## src/rtl/mgmt_mdio_pkg.sv

```systemverilog
// Shared constants and the frame builder for the MDIO management master.
// Assumes frames of 64 bit slots sent most significant bit first.
package mgmt_mdio_pkg;
    localparam int PRM_PHY_LSB = 16;
    localparam int PRM_C45_BIT = 21;
    localparam int PRM_BUS_LSB = 22;
    localparam int PRM_INT_BIT = 25;
    localparam int LOCK_BIT    = 28;
    localparam int DVD_LSB     = 16;
    localparam int FRAME_W     = 64;
    localparam int TA_POS      = 46;
    localparam int DATA_POS    = 48;

    localparam logic [2:0] W_PARAM    = 3'd0;
    localparam logic [2:0] W_ADDR     = 3'd1;
    localparam logic [2:0] W_CTRL     = 3'd2;
    localparam logic [2:0] W_STAT     = 3'd3;
    localparam logic [2:0] W_RDATA    = 3'd4;
    localparam logic [2:0] W_RATE_INT = 3'd5;
    localparam logic [2:0] W_RATE_EXT = 3'd6;
    localparam logic [2:0] W_SCAN     = 3'd7;

    localparam logic [1:0] OP_WRITE = 2'd1;
    localparam logic [1:0] OP_READ  = 2'd2;

    // Assemble one management frame, preamble first.
    function automatic logic [FRAME_W-1:0] mk_frame(input logic [1:0] st, input logic [1:0] op,
                                                    input logic [4:0] pa, input logic [4:0] ra,
                                                    input logic [1:0] ta, input logic [15:0] d);
        return {32'hFFFF_FFFF, st, op, pa, ra, ta, d};
    endfunction
endpackage

```

## src/rtl/mdio_regfile.sv

```systemverilog
// Register file: holds parameter, address, control, done, read data, two rate
// copies and the lock bit; decodes control writes into start/abort pulses.
// Assumes one write per cycle and a combinational read port.
module mdio_regfile
    import mgmt_mdio_pkg::*;
#(
    parameter int DIV_W = 8,
    parameter int DVD_W = 4,
    parameter int ID_W  = 3
) (
    input  logic             clk,
    input  logic             rst_n,
    input  logic             bus_wr,
    input  logic [2:0]       bus_word,
    input  logic [31:0]      bus_wdata,
    output logic [31:0]      bus_rdata,
    input  logic             eng_busy,
    input  logic             eng_fin,
    input  logic [15:0]      eng_rdata,
    output logic             start,
    output logic             start_read,
    output logic             abort,
    output logic [15:0]      prm_wdata,
    output logic [4:0]       prm_phy,
    output logic             prm_c45,
    output logic [ID_W-1:0]  prm_bus,
    output logic             prm_int,
    output logic [20:0]      txn_addr,
    output logic [DIV_W-1:0] div_sel,
    output logic [DVD_W-1:0] dvd_sel,
    output logic             lock_o,
    output logic             done_o
);
    logic [31:0]      param_q, addr_q;
    logic [1:0]       ctrl_q;
    logic             done_q, lock_q;
    logic [15:0]      rd_q;
    logic [DIV_W-1:0] div_i_q, div_e_q;
    logic [DVD_W-1:0] dvd_i_q, dvd_e_q;
    logic             ctrl_wr, op_ok;

    // Decode control writes into engine commands.
    always_comb begin
        ctrl_wr    = bus_wr && (bus_word == W_CTRL);
        op_ok      = (bus_wdata == 32'(OP_WRITE)) || (bus_wdata == 32'(OP_READ));
        abort      = ctrl_wr && (bus_wdata == 32'd0);
        start      = ctrl_wr && op_ok && !eng_busy;
        start_read = bus_wdata[1];
    end

    // Register updates; later assignments (control writes) win over completion.
    always_ff @(posedge clk) begin
        if (!rst_n) begin
            param_q <= '0;
            addr_q  <= '0;
            ctrl_q  <= '0;
            done_q  <= 1'b0;
            rd_q    <= '0;
            div_i_q <= DIV_W'(1);
            div_e_q <= DIV_W'(1);
            dvd_i_q <= '0;
            dvd_e_q <= '0;
            lock_q  <= 1'b0;
        end else begin
            if (eng_fin) begin
                done_q <= 1'b1;
                if (ctrl_q == OP_READ) rd_q <= eng_rdata;
            end
            if (bus_wr) begin
                case (bus_word)
                    W_PARAM:    param_q <= bus_wdata;
                    W_ADDR:     addr_q  <= bus_wdata;
                    W_CTRL: begin
                        if (abort) begin
                            ctrl_q <= '0;
                            done_q <= 1'b0;
                        end else if (start) begin
                            ctrl_q <= bus_wdata[1:0];
                            done_q <= 1'b0;
                        end
                    end
                    W_RATE_INT: begin
                        div_i_q <= bus_wdata[DIV_W-1:0];
                        dvd_i_q <= bus_wdata[DVD_LSB +: DVD_W];
                    end
                    W_RATE_EXT: begin
                        div_e_q <= bus_wdata[DIV_W-1:0];
                        dvd_e_q <= bus_wdata[DVD_LSB +: DVD_W];
                    end
                    W_SCAN:     lock_q  <= bus_wdata[LOCK_BIT];
                    default: ;
                endcase
            end
        end
    end

    // Read mux over the word index.
    always_comb begin
        bus_rdata = '0;
        case (bus_word)
            W_PARAM:    bus_rdata = param_q;
            W_ADDR:     bus_rdata = addr_q;
            W_CTRL:     bus_rdata[1:0] = ctrl_q;
            W_STAT:     bus_rdata[0] = done_q;
            W_RDATA:    bus_rdata[15:0] = rd_q;
            W_RATE_INT: begin
                bus_rdata[DIV_W-1:0] = div_i_q;
                bus_rdata[DVD_LSB +: DVD_W] = dvd_i_q;
            end
            W_RATE_EXT: begin
                bus_rdata[DIV_W-1:0] = div_e_q;
                bus_rdata[DVD_LSB +: DVD_W] = dvd_e_q;
            end
            default:    bus_rdata[LOCK_BIT] = lock_q;
        endcase
    end

    // Field taps and rate selection by the internal-path flag.
    always_comb begin
        prm_wdata = param_q[15:0];
        prm_phy   = param_q[PRM_PHY_LSB +: 5];
        prm_c45   = param_q[PRM_C45_BIT];
        prm_bus   = param_q[PRM_BUS_LSB +: ID_W];
        prm_int   = param_q[PRM_INT_BIT];
        txn_addr  = addr_q[20:0];
        div_sel   = prm_int ? div_i_q : div_e_q;
        dvd_sel   = prm_int ? dvd_i_q : dvd_e_q;
        lock_o    = lock_q;
        done_o    = done_q;
    end
endmodule

```

## src/rtl/mdio_clkgen.sv

```systemverilog
// Half-period tick generator for MDC. Emits one tick every HALF core clocks
// while run is high; restarts from zero whenever run drops. Assumes half >= 1.
module mdio_clkgen #(
    parameter int HALF_W = 13
) (
    input  logic              clk,
    input  logic              rst_n,
    input  logic              run,
    input  logic [HALF_W-1:0] half,
    output logic              tick
);
    logic [HALF_W-1:0] cnt_q;

    // Tick on the last count of a half period (tolerates a shrinking limit).
    always_comb tick = run && (cnt_q >= half - HALF_W'(1));

    // Half-period counter.
    always_ff @(posedge clk) begin
        if (!rst_n || !run) cnt_q <= '0;
        else if (tick)      cnt_q <= '0;
        else                cnt_q <= cnt_q + HALF_W'(1);
    end
endmodule

```

## src/rtl/mdio_frame_engine.sv

```systemverilog
// Frame sequencer: builds one or two frames at start, toggles MDC on each
// tick, shifts bits out on falling MDC and samples read data on rising MDC.
// Assumes start and abort are never high together.
module mdio_frame_engine
    import mgmt_mdio_pkg::*;
(
    input  logic        clk,
    input  logic        rst_n,
    input  logic        start,
    input  logic        abort,
    input  logic        op_read,
    input  logic        c45,
    input  logic [4:0]  phy,
    input  logic [20:0] addr,
    input  logic [15:0] wdata,
    input  logic        tick,
    input  logic        mdio_i,
    output logic        mdc,
    output logic        mdio_o,
    output logic        mdio_oe,
    output logic        busy,
    output logic        fin,
    output logic [15:0] rd_val
);
    logic [FRAME_W-1:0] sh_q, nxt_q, f_c22, f_adr, f_c45;
    logic [5:0]         pos_q;
    logic               pend_q, rdf_q, rdop_q, mdc_q, busy_q, fin_q;
    logic [15:0]        rsh_q;

    // Candidate frames from the latched-at-start fields.
    always_comb begin
        f_c22 = mk_frame(2'b01, op_read ? 2'b10 : 2'b01, phy, addr[4:0],
                         op_read ? 2'b00 : 2'b10, op_read ? 16'h0 : wdata);
        f_adr = mk_frame(2'b00, 2'b00, phy, addr[20:16], 2'b10, addr[15:0]);
        f_c45 = mk_frame(2'b00, op_read ? 2'b11 : 2'b01, phy, addr[20:16],
                         op_read ? 2'b00 : 2'b10, op_read ? 16'h0 : wdata);
    end

    // Sequencing of frames, MDC phase and read sampling.
    always_ff @(posedge clk) begin
        if (!rst_n) begin
            sh_q <= '0; nxt_q <= '0; pos_q <= '0;
            pend_q <= 1'b0; rdf_q <= 1'b0; rdop_q <= 1'b0;
            mdc_q <= 1'b0; busy_q <= 1'b0; fin_q <= 1'b0; rsh_q <= '0;
        end else begin
            fin_q <= 1'b0;
            if (abort) begin
                busy_q <= 1'b0;
                mdc_q  <= 1'b0;
                pend_q <= 1'b0;
            end else if (start) begin
                busy_q <= 1'b1;
                mdc_q  <= 1'b0;
                pos_q  <= '0;
                rdop_q <= op_read;
                rsh_q  <= '0;
                if (c45) begin
                    sh_q <= f_adr; nxt_q <= f_c45; pend_q <= 1'b1; rdf_q <= 1'b0;
                end else begin
                    sh_q <= f_c22; pend_q <= 1'b0; rdf_q <= op_read;
                end
            end else if (busy_q && tick) begin
                if (!mdc_q) begin
                    mdc_q <= 1'b1;
                    if (rdf_q && pos_q >= 6'(DATA_POS)) rsh_q <= {rsh_q[14:0], mdio_i};
                end else begin
                    mdc_q <= 1'b0;
                    if (pos_q == 6'(FRAME_W - 1)) begin
                        if (pend_q) begin
                            sh_q <= nxt_q; pend_q <= 1'b0; rdf_q <= rdop_q; pos_q <= '0;
                        end else begin
                            busy_q <= 1'b0;
                            fin_q  <= 1'b1;
                        end
                    end else begin
                        pos_q <= pos_q + 6'd1;
                        sh_q  <= {sh_q[FRAME_W-2:0], 1'b0};
                    end
                end
            end
        end
    end

    // Pin drive: released when idle and from turnaround on in read frames.
    always_comb begin
        mdc     = mdc_q;
        busy    = busy_q;
        fin     = fin_q;
        rd_val  = rsh_q;
        mdio_o  = busy_q & sh_q[FRAME_W-1];
        mdio_oe = busy_q && !(rdf_q && pos_q >= 6'(TA_POS));
    end
endmodule

```

## src/rtl/mgmt_mdio_master.sv

```systemverilog
// Top of the MDIO management master: register file, MDC tick generator,
// frame engine and one-hot segment enable decode. Assumes NSEG <= 8 so the
// segment ID fits its 3-bit parameter field.
module mgmt_mdio_master #(
    parameter int DIV_W = 8,
    parameter int DVD_W = 4,
    parameter int NSEG  = 8
) (
    input  logic            clk,
    input  logic            rst_n,
    input  logic            bus_wr,
    input  logic [2:0]      bus_word,
    input  logic [31:0]     bus_wdata,
    output logic [31:0]     bus_rdata,
    output logic            mdc,
    output logic            mdio_o,
    output logic            mdio_oe,
    input  logic            mdio_i,
    output logic [NSEG-1:0] int_seg_en,
    output logic [NSEG-1:0] ext_seg_en,
    output logic            ext_lockout
);
    localparam int ID_W   = (NSEG > 1) ? $clog2(NSEG) : 1;
    localparam int HALF_W = DIV_W + DVD_W + 1;

    logic             start, start_read, abort, eng_busy, eng_fin, tick, done_q;
    logic [15:0]      eng_rdata, prm_wdata;
    logic [4:0]       prm_phy;
    logic             prm_c45, prm_int;
    logic [ID_W-1:0]  prm_bus;
    logic [20:0]      txn_addr;
    logic [DIV_W-1:0] div_sel, div_eff;
    logic [DVD_W-1:0] dvd_sel;
    logic [HALF_W-1:0] half;

    mdio_regfile #(.DIV_W(DIV_W), .DVD_W(DVD_W), .ID_W(ID_W)) u_regs (
        .clk(clk), .rst_n(rst_n), .bus_wr(bus_wr), .bus_word(bus_word),
        .bus_wdata(bus_wdata), .bus_rdata(bus_rdata), .eng_busy(eng_busy),
        .eng_fin(eng_fin), .eng_rdata(eng_rdata), .start(start),
        .start_read(start_read), .abort(abort), .prm_wdata(prm_wdata),
        .prm_phy(prm_phy), .prm_c45(prm_c45), .prm_bus(prm_bus),
        .prm_int(prm_int), .txn_addr(txn_addr), .div_sel(div_sel),
        .dvd_sel(dvd_sel), .lock_o(ext_lockout), .done_o(done_q)
    );

    // Half period = max(divisor,1) * (dividend + 1).
    always_comb begin
        div_eff = (div_sel == '0) ? DIV_W'(1) : div_sel;
        half    = HALF_W'(div_eff) * HALF_W'(dvd_sel) + HALF_W'(div_eff);
    end

    mdio_clkgen #(.HALF_W(HALF_W)) u_clk (
        .clk(clk), .rst_n(rst_n), .run(eng_busy), .half(half), .tick(tick)
    );

    mdio_frame_engine u_eng (
        .clk(clk), .rst_n(rst_n), .start(start), .abort(abort),
        .op_read(start_read), .c45(prm_c45), .phy(prm_phy), .addr(txn_addr),
        .wdata(prm_wdata), .tick(tick), .mdio_i(mdio_i), .mdc(mdc),
        .mdio_o(mdio_o), .mdio_oe(mdio_oe), .busy(eng_busy), .fin(eng_fin),
        .rd_val(eng_rdata)
    );

    // One enable per segment, internal or external side chosen by the flag.
    for (genvar g = 0; g < NSEG; g++) begin : g_seg
        assign int_seg_en[g] = prm_int  && (prm_bus == ID_W'(g));
        assign ext_seg_en[g] = !prm_int && (prm_bus == ID_W'(g));
    end
endmodule

```

## config.mk

```make
export PLATFORM = sky130hd
export DESIGN_NAME = mgmt_mdio_master
export DESIGN_NICKNAME = d
export VERILOG_FILES = /design/src/rtl/mgmt_mdio_pkg.sv /design/src/rtl/mdio_regfile.sv /design/src/rtl/mdio_clkgen.sv /design/src/rtl/mdio_frame_engine.sv /design/src/rtl/mgmt_mdio_master.sv
export SDC_FILE = /design/constraint.sdc
export NUM_CORES = 1
export LEC_CHECK = 0
export BUFFER_PORTS_ARGS = -buffer_cell sky130_fd_sc_hd__buf_2
export CAP_MARGIN = 10
export CORE_AREA = 2 2 110 218
export CTS_CLUSTER_DIAMETER = 150
export DETAILED_ROUTE_END_ITERATION = 8
export DIE_AREA = 0 0 112 220
export PLACE_DENSITY_LB_ADDON = 0.05
export SLEW_MARGIN = 10
export SYNTH_ARGS = -nofsm -noshare
export SYNTH_HDL_FRONTEND = slang
export SYNTH_SLANG_ARGS = --single-unit
```

## constraint.sdc

```tcl
create_clock -name clk -period 15.1 [get_ports clk]
set_input_delay 0.755 -clock clk [delete_from_list [all_inputs] [get_ports clk]]
set_output_delay 0.755 -clock clk [all_outputs]
set_load 0.1 [all_outputs]
```

# Word level (Yosys, flattened, before mapping)
# Index checks and enable logic that the tools add are counted.
# op_classes
n_addsub	4
mul	1
magnitude_cmp	3
n_eq_ne	21
muxes	55
n_bitwise	6
reduce_logical	60
# op_table
op	count
64-bit two-way mux	5
16-bit two-way mux	5
32-bit by 1-bit equality test with 1-bit output (second input constant)	1
32-bit by 2-bit equality test with 1-bit output (second input constant)	1
32-bit zero test	1
31-bit two-way mux	1
6-bit two-way mux	5
6-bit case mux with 5 select lines	1
1-bit logical AND	25
3-bit equality test (second input constant)	8
8-bit case mux with 3 select lines	1
1-bit two-way mux	23
8-bit two-way mux	2
4-bit case mux with 4 select lines	1
8-bit case mux with 2 select lines	1
2-bit AND reduction	7
12-bit by 8-bit adder with 13-bit output	1
13-bit by 1-bit adder with 13-bit output (second input constant)	1
13-bit >= comparator	1
13-bit by 1-bit subtractor with 13-bit output (second input constant)	1
3-bit by 2-bit equality test with 1-bit output (second input constant)	4
6-bit >= comparator (second input constant)	2
8-bit by 4-bit multiplier with 12-bit output	1
4-bit AND reduction	3
other kinds (25)	48
# word_totals
regBits	244
input_bits	39
output_inout_bits	52
word_cells	171

# Logic depth before layout (Yosys ltp)
# depth
depth_word	11
ltp_mapped	27
mapped_depth_nobuf	24

# Modules after synthesis
# A second synthesis with hierarchy kept.
# unflattened
hier_cells	1673
area_unflattened_um2	13599.3
# modules_own_cells
module	n_inst	cells_each	area_each_um2	seq_area_each_um2
mdio_regfile	1	704	5604.1	2162.1
mdio_frame_engine	1	668	5494.0	2422.3
mgmt_mdio_master	1	178	1416.4	0.0
mdio_clkgen	1	123	1084.8	260.2

# Worst setup path after synthesis
# OpenSTA, ideal clock, no wires.
# synth_timing
path_kind	register -> register
from	register u_regs.param_q[25]
to	register u_eng.sh_q[53]
setup_ps	119
t_arrival_ps	6720
t_required_ps	14981
path_slack_ps	8261
path_stages_with_launch	27
n_path_buf	3
synth_period_minus_slack_ps	6839
path_cell_list	dfxtp_1 > buf_1 > mux2i_1 > nand4_1 > o41ai_1 > nand2_1 > ha_1 > fa_1 > inv_1 > fa_1 > inv_1 > fa_1 > nor2b_1 > o21ai_0 > a21o_1 > a31oi_1 > nor4_1 > a311oi_1 > ha_1 > nand4_1 > nor4_2 > a32o_1 > o21ai_2 > or4b_1 > buf_2 > buf_2 > o221a_2
# synth_between
elab_chain_cells	11
# synth_lines
item	line	rtl
start, declared	mdio_regfile.sv:34	logic [31:0] param_q, addr_q;
start signal, assigned	mdio_regfile.sv:71	W_PARAM: param_q <= bus_wdata;
8-bit two-way mux	mdio_regfile.sv:126	div_sel = prm_int ? div_i_q : div_e_q;
8-bit zero test	mgmt_mdio_master.sv:48	div_eff = (div_sel == '0) ? DIV_W'(1) : div_sel;
8-bit two-way mux	mgmt_mdio_master.sv:48	
8-bit by 4-bit multiplier with 12-bit output	mgmt_mdio_master.sv:49	half = HALF_W'(div_eff) * HALF_W'(dvd_sel) + HALF_W'(div_eff);
12-bit by 8-bit adder with 13-bit output (*)	mgmt_mdio_master.sv:49	
13-bit by 1-bit subtractor with 13-bit output (*)	mdio_clkgen.sv:15	always_comb tick = run && (cnt_q >= half - HALF_W'(1));
13-bit >= comparator (*)	mdio_clkgen.sv:15	
1-bit logical AND (*)	mdio_clkgen.sv:15	
1-bit logical AND (*)	mdio_frame_engine.sv:62	end else if (busy_q && tick) begin
2-bit nonzero test (no line) (*)	--	
4-bit AND reduction (no line) (*)	--	
end signal, assigned	mdio_frame_engine.sv:77	sh_q <= {sh_q[FRAME_W-2:0], 1'b0};
end, declared	mdio_frame_engine.sv:25	logic [FRAME_W-1:0] sh_q, nxt_q, f_c22, f_adr, f_c45;
# Every way passes the cells marked *; elsewhere a longest branch is shown, timed or not.
# A chain may end at the register's enable or synchronous reset.

# Worst setup path in the final report
# layout_timing
from	register u_regs.param_q[25]
to	register u_eng.sh_q[41]
# The elaborated chain is that of the path after synthesis.

==> flow_summary.ini <==
[global_routing]
grt_use_total_pct = 27.73
grt_pass1_wl_mm = 56.22
grt_overflow = 0
grt_max_degree = 152
grt_pass1_vias = 10920
antenna_found_initial = 0

[sta]
finalCritPeriodShare_pct = 53.60
slew_viol_final = 0
period_minus_slack_ns = 8.093
clock.fmax_ghz = 0.1236
fin_skew_ns = 0.01785
slew-limit-headroom_pct = 19.98
hold_viol = 0
setup_violations = 0
tightest_slew_ns = 1.200
rsz0062_at_grt = false
timing.setup.tns_ns = 0

[logic_synthesis]
ys_dominant_reg_cell = dfxtp_1
synth_edf_count = 0
yosysWarnings = 0
syn_area_mm2 = 0.01313
synthArstFlopShare_pct = 0
synth-compound-area-share_pct = 17.07
synthSimpleGateAreaFrac_pct = 25.43
ys_ff_latch = 242
yosysSeqAreaShare_pct = 36.90
synth_cell_types = 68
syn_inst = 1618
synthXorXnorAreaFrac_pct = 1.401
synth_nets = 1717
muxShareOfSynthArea_pct = 6.786
synth_top_family_by_area = simple AND/OR/NAND/NOR gates
synth_fa_ha_area_share_pct = 6.977
syn_avg_cell_area_um2 = 8.113

[cts]
cts_inserted_buffers = 22
h-tree-depth = 1
cts-root-buf = clkbuf_16
cts_resized = 0
clkTransAtPathRegs_ns = 0.06
clkSinkCount = 242
cts_hold_buf = 0
cts_tree = yes
clk-insertion-delay-late_ns = 0.53
clockBufferDepth = 3
cts_setup_buffers = 0

[floorplanning]
num_rows = 79
dieWidth_um = 112
initial_core_util_pct = 56.76
die-area_mm2 = 0.02464
io_pins = 91
core_mm2 = 0.02313
die_h_um = 220

[detailed_routing]
drtIter0Drc = 831
via_count = 11250
wl_mm = 34.93
drc_errors = 0
drtAntennaViolNets = 0
avgViaCountPerCell = 5.867
drt-wirelength-per-cell_um = 18.21
firstDrtPassIters = 5

[layout]
multi_input_area_mm2 = 0.007579
regArea_mm2 = 0.004845
diodes = 0
fillerInstances = 2141
fin_area_mm2 = 0.01425
drive_gt1_share_pct = 11.38
layout_commonest_cell = nand2_1
nNetsFinal = 1724
mostFrequentLayoutCells = 408 x nand2_1, 242 x dfxtp_1, 112 x a21boi_0
syn_to_final_growth_pct = 8.587

[critical_path]
rr_endpoint = u_eng.sh_q[41]$_SDFFE_PN0P_
cp_slowest_cell = or4b_1
cp-start-kind = flip-flop
worstReg2RegStart = u_regs.param_q[25]$_SDFFE_PN0P_
r2r_slack_ns = 7.01
crit_path_cell_trace = mux2i_1, inv_1, o41ai_1, nand2_1, ha_1, fa_1, inv_1, fa_1, inv_1, fa_1, nor2b_1, o21ai_0, a21o_1, a31oi_1, nor4_1, a311oi_1, ha_1, nand4_1, nor4_2, a32o_1, o21ai_2, or4b_1, o221a_2
cp-end-kind = flip-flop
crit_fanout = 32
path_class = reg -> reg
crit_buf_inv = 3
max_stage_delay_ns = 1.02
cpLargestDelayFamily = compound AO/OA/AOI/OAI gates
required_ns = 15.52
worstPathArrival_ns = 8.51
r2r_cells = 23

[worst_hold_path]
hold_path.class = in -> reg
hold_depth = 2
min_to = u_eng.rd_val[0]$_SDFFE_PN0P_
hp-start = mdio_i

[status]
status = complete, no violations

[placement]
port_buffers = 90
hpwl_mm = 24.05
placed_area_mm2 = 0.01356
gp_congestion = 0.9184

[pwr]
ir_drop_mv = 0.1259
power.leakage_nw = 5.660
pwr_density_cell_mw_per_mm2 = 93.58

[job]
maxCapViolCount = 0
per-layer routing:
layer | track usage, % | vias to the layer above | part of all wire, %
met5 | 0 | - | 0
met1 | 32.06 | 5380 | 41
met3 | 3.080 | 82 | 3.9
met2 | 51.03 | 269 | 51
li1 | - | 5522 | -
met4 | 12.60 | 0 | 4.8
worst max-delay path by stage:
stage | from | endpoint | slack [ns] | cells past startpoint
2_1_floorplan | u_regs.param_q[25]$_SDFFE_PN0P_ | u_eng.sh_q[53]$_SDFFE_PN0P_ | 8.26 | 26
3_3_place_gp | u_regs.param_q[25]$_SDFFE_PN0P_ | u_eng.sh_q[42]$_SDFFE_PN0P_ | 7.29 | 23
3_5_place_dp | u_regs.param_q[25]$_SDFFE_PN0P_ | u_eng.sh_q[41]$_SDFFE_PN0P_ | 6.99 | 23
4_1_cts | u_regs.param_q[25]$_SDFFE_PN0P_ | u_eng.sh_q[41]$_SDFFE_PN0P_ | 7.02 | 23
5_1_grt | u_regs.param_q[25]$_SDFFE_PN0P_ | u_eng.sh_q[41]$_SDFFE_PN0P_ | 6.42 | 23
6_report | u_regs.param_q[25]$_SDFFE_PN0P_ | u_eng.sh_q[41]$_SDFFE_PN0P_ | 7.01 | 23
cells in the mapped netlist (all sizes together), types with 32 or more instances:
cell type	count	area [µm²]
clkbuf	95	356.6
a21oi	48	251.5
ha	38	475.5
inv	56	210.2
dfxtp	242	4845
nand2	408	1531
o221a	32	360.3
a21boi	132	990.9
nor2	94	352.8
nand3	62	315.3
and2	41	259.0
mux2i	80	800.8
metrics by stage:
step           worst slack, ns  std cells  total power, mW  hold WS, ns  util, %
2_1_floorplan            8.261       1618           0.7519       0.4263        -
3_3_place_gp             7.292       1884           0.7854       0.4353    58.61
3_5_place_dp             6.987       1884           0.7881       0.4442    58.61
4_1_cts                  7.021       1918            1.345       0.4134    61.63
5_1_grt                  6.418       1918            1.377       0.4276    61.63
6_report                 7.007       1918            1.334       0.4304    61.63
flip-flops by register name, summed over array words and instances (netlist names), 6 cells and up:
name,cells
u_regs.div_e_q,8
u_regs.rd_q,16
u_regs.param_q,32
u_eng.sh_q,64
u_clk.cnt_q,13
u_regs.div_i_q,8
u_eng.rd_val,16
u_regs.addr_q,32
u_eng.nxt_q,29
u_eng.pos_q,6
where the power goes:
part | internal, mW | switching, mW | total, mW | leakage, nW
sequential | 0.643 | 0.00615 | 0.649 | 1.95
combinational | 0.0426 | 0.0822 | 0.125 | 3.37
clock | 0.313 | 0.247 | 0.560 | 0.339
cell families (layout without fill, tap and decap cells):
logic type               count (synthesis)  in the layout
buffers and inverters                  178            195
flip-flops                             242            242
multiplexers                            86             86
AO/OA/AOI/OAI                          300            300
XOR/XNOR                                21             21
AND/OR/NAND/NOR                        731            731
adder cells (fa/ha/maj)                 60             60
area by class of cell:
class                           count  area share, %
Clock buffer                       31          4.520
Sequential cell                   242          33.99
Timing Repair Buffer              105          3.994
Clock inverter                      3         0.3774
Tap cell                          283          2.484
Inverter                           56          1.475
Multi-Input combinational cell   1198          53.16
Power figures use the tool's default switching activity.
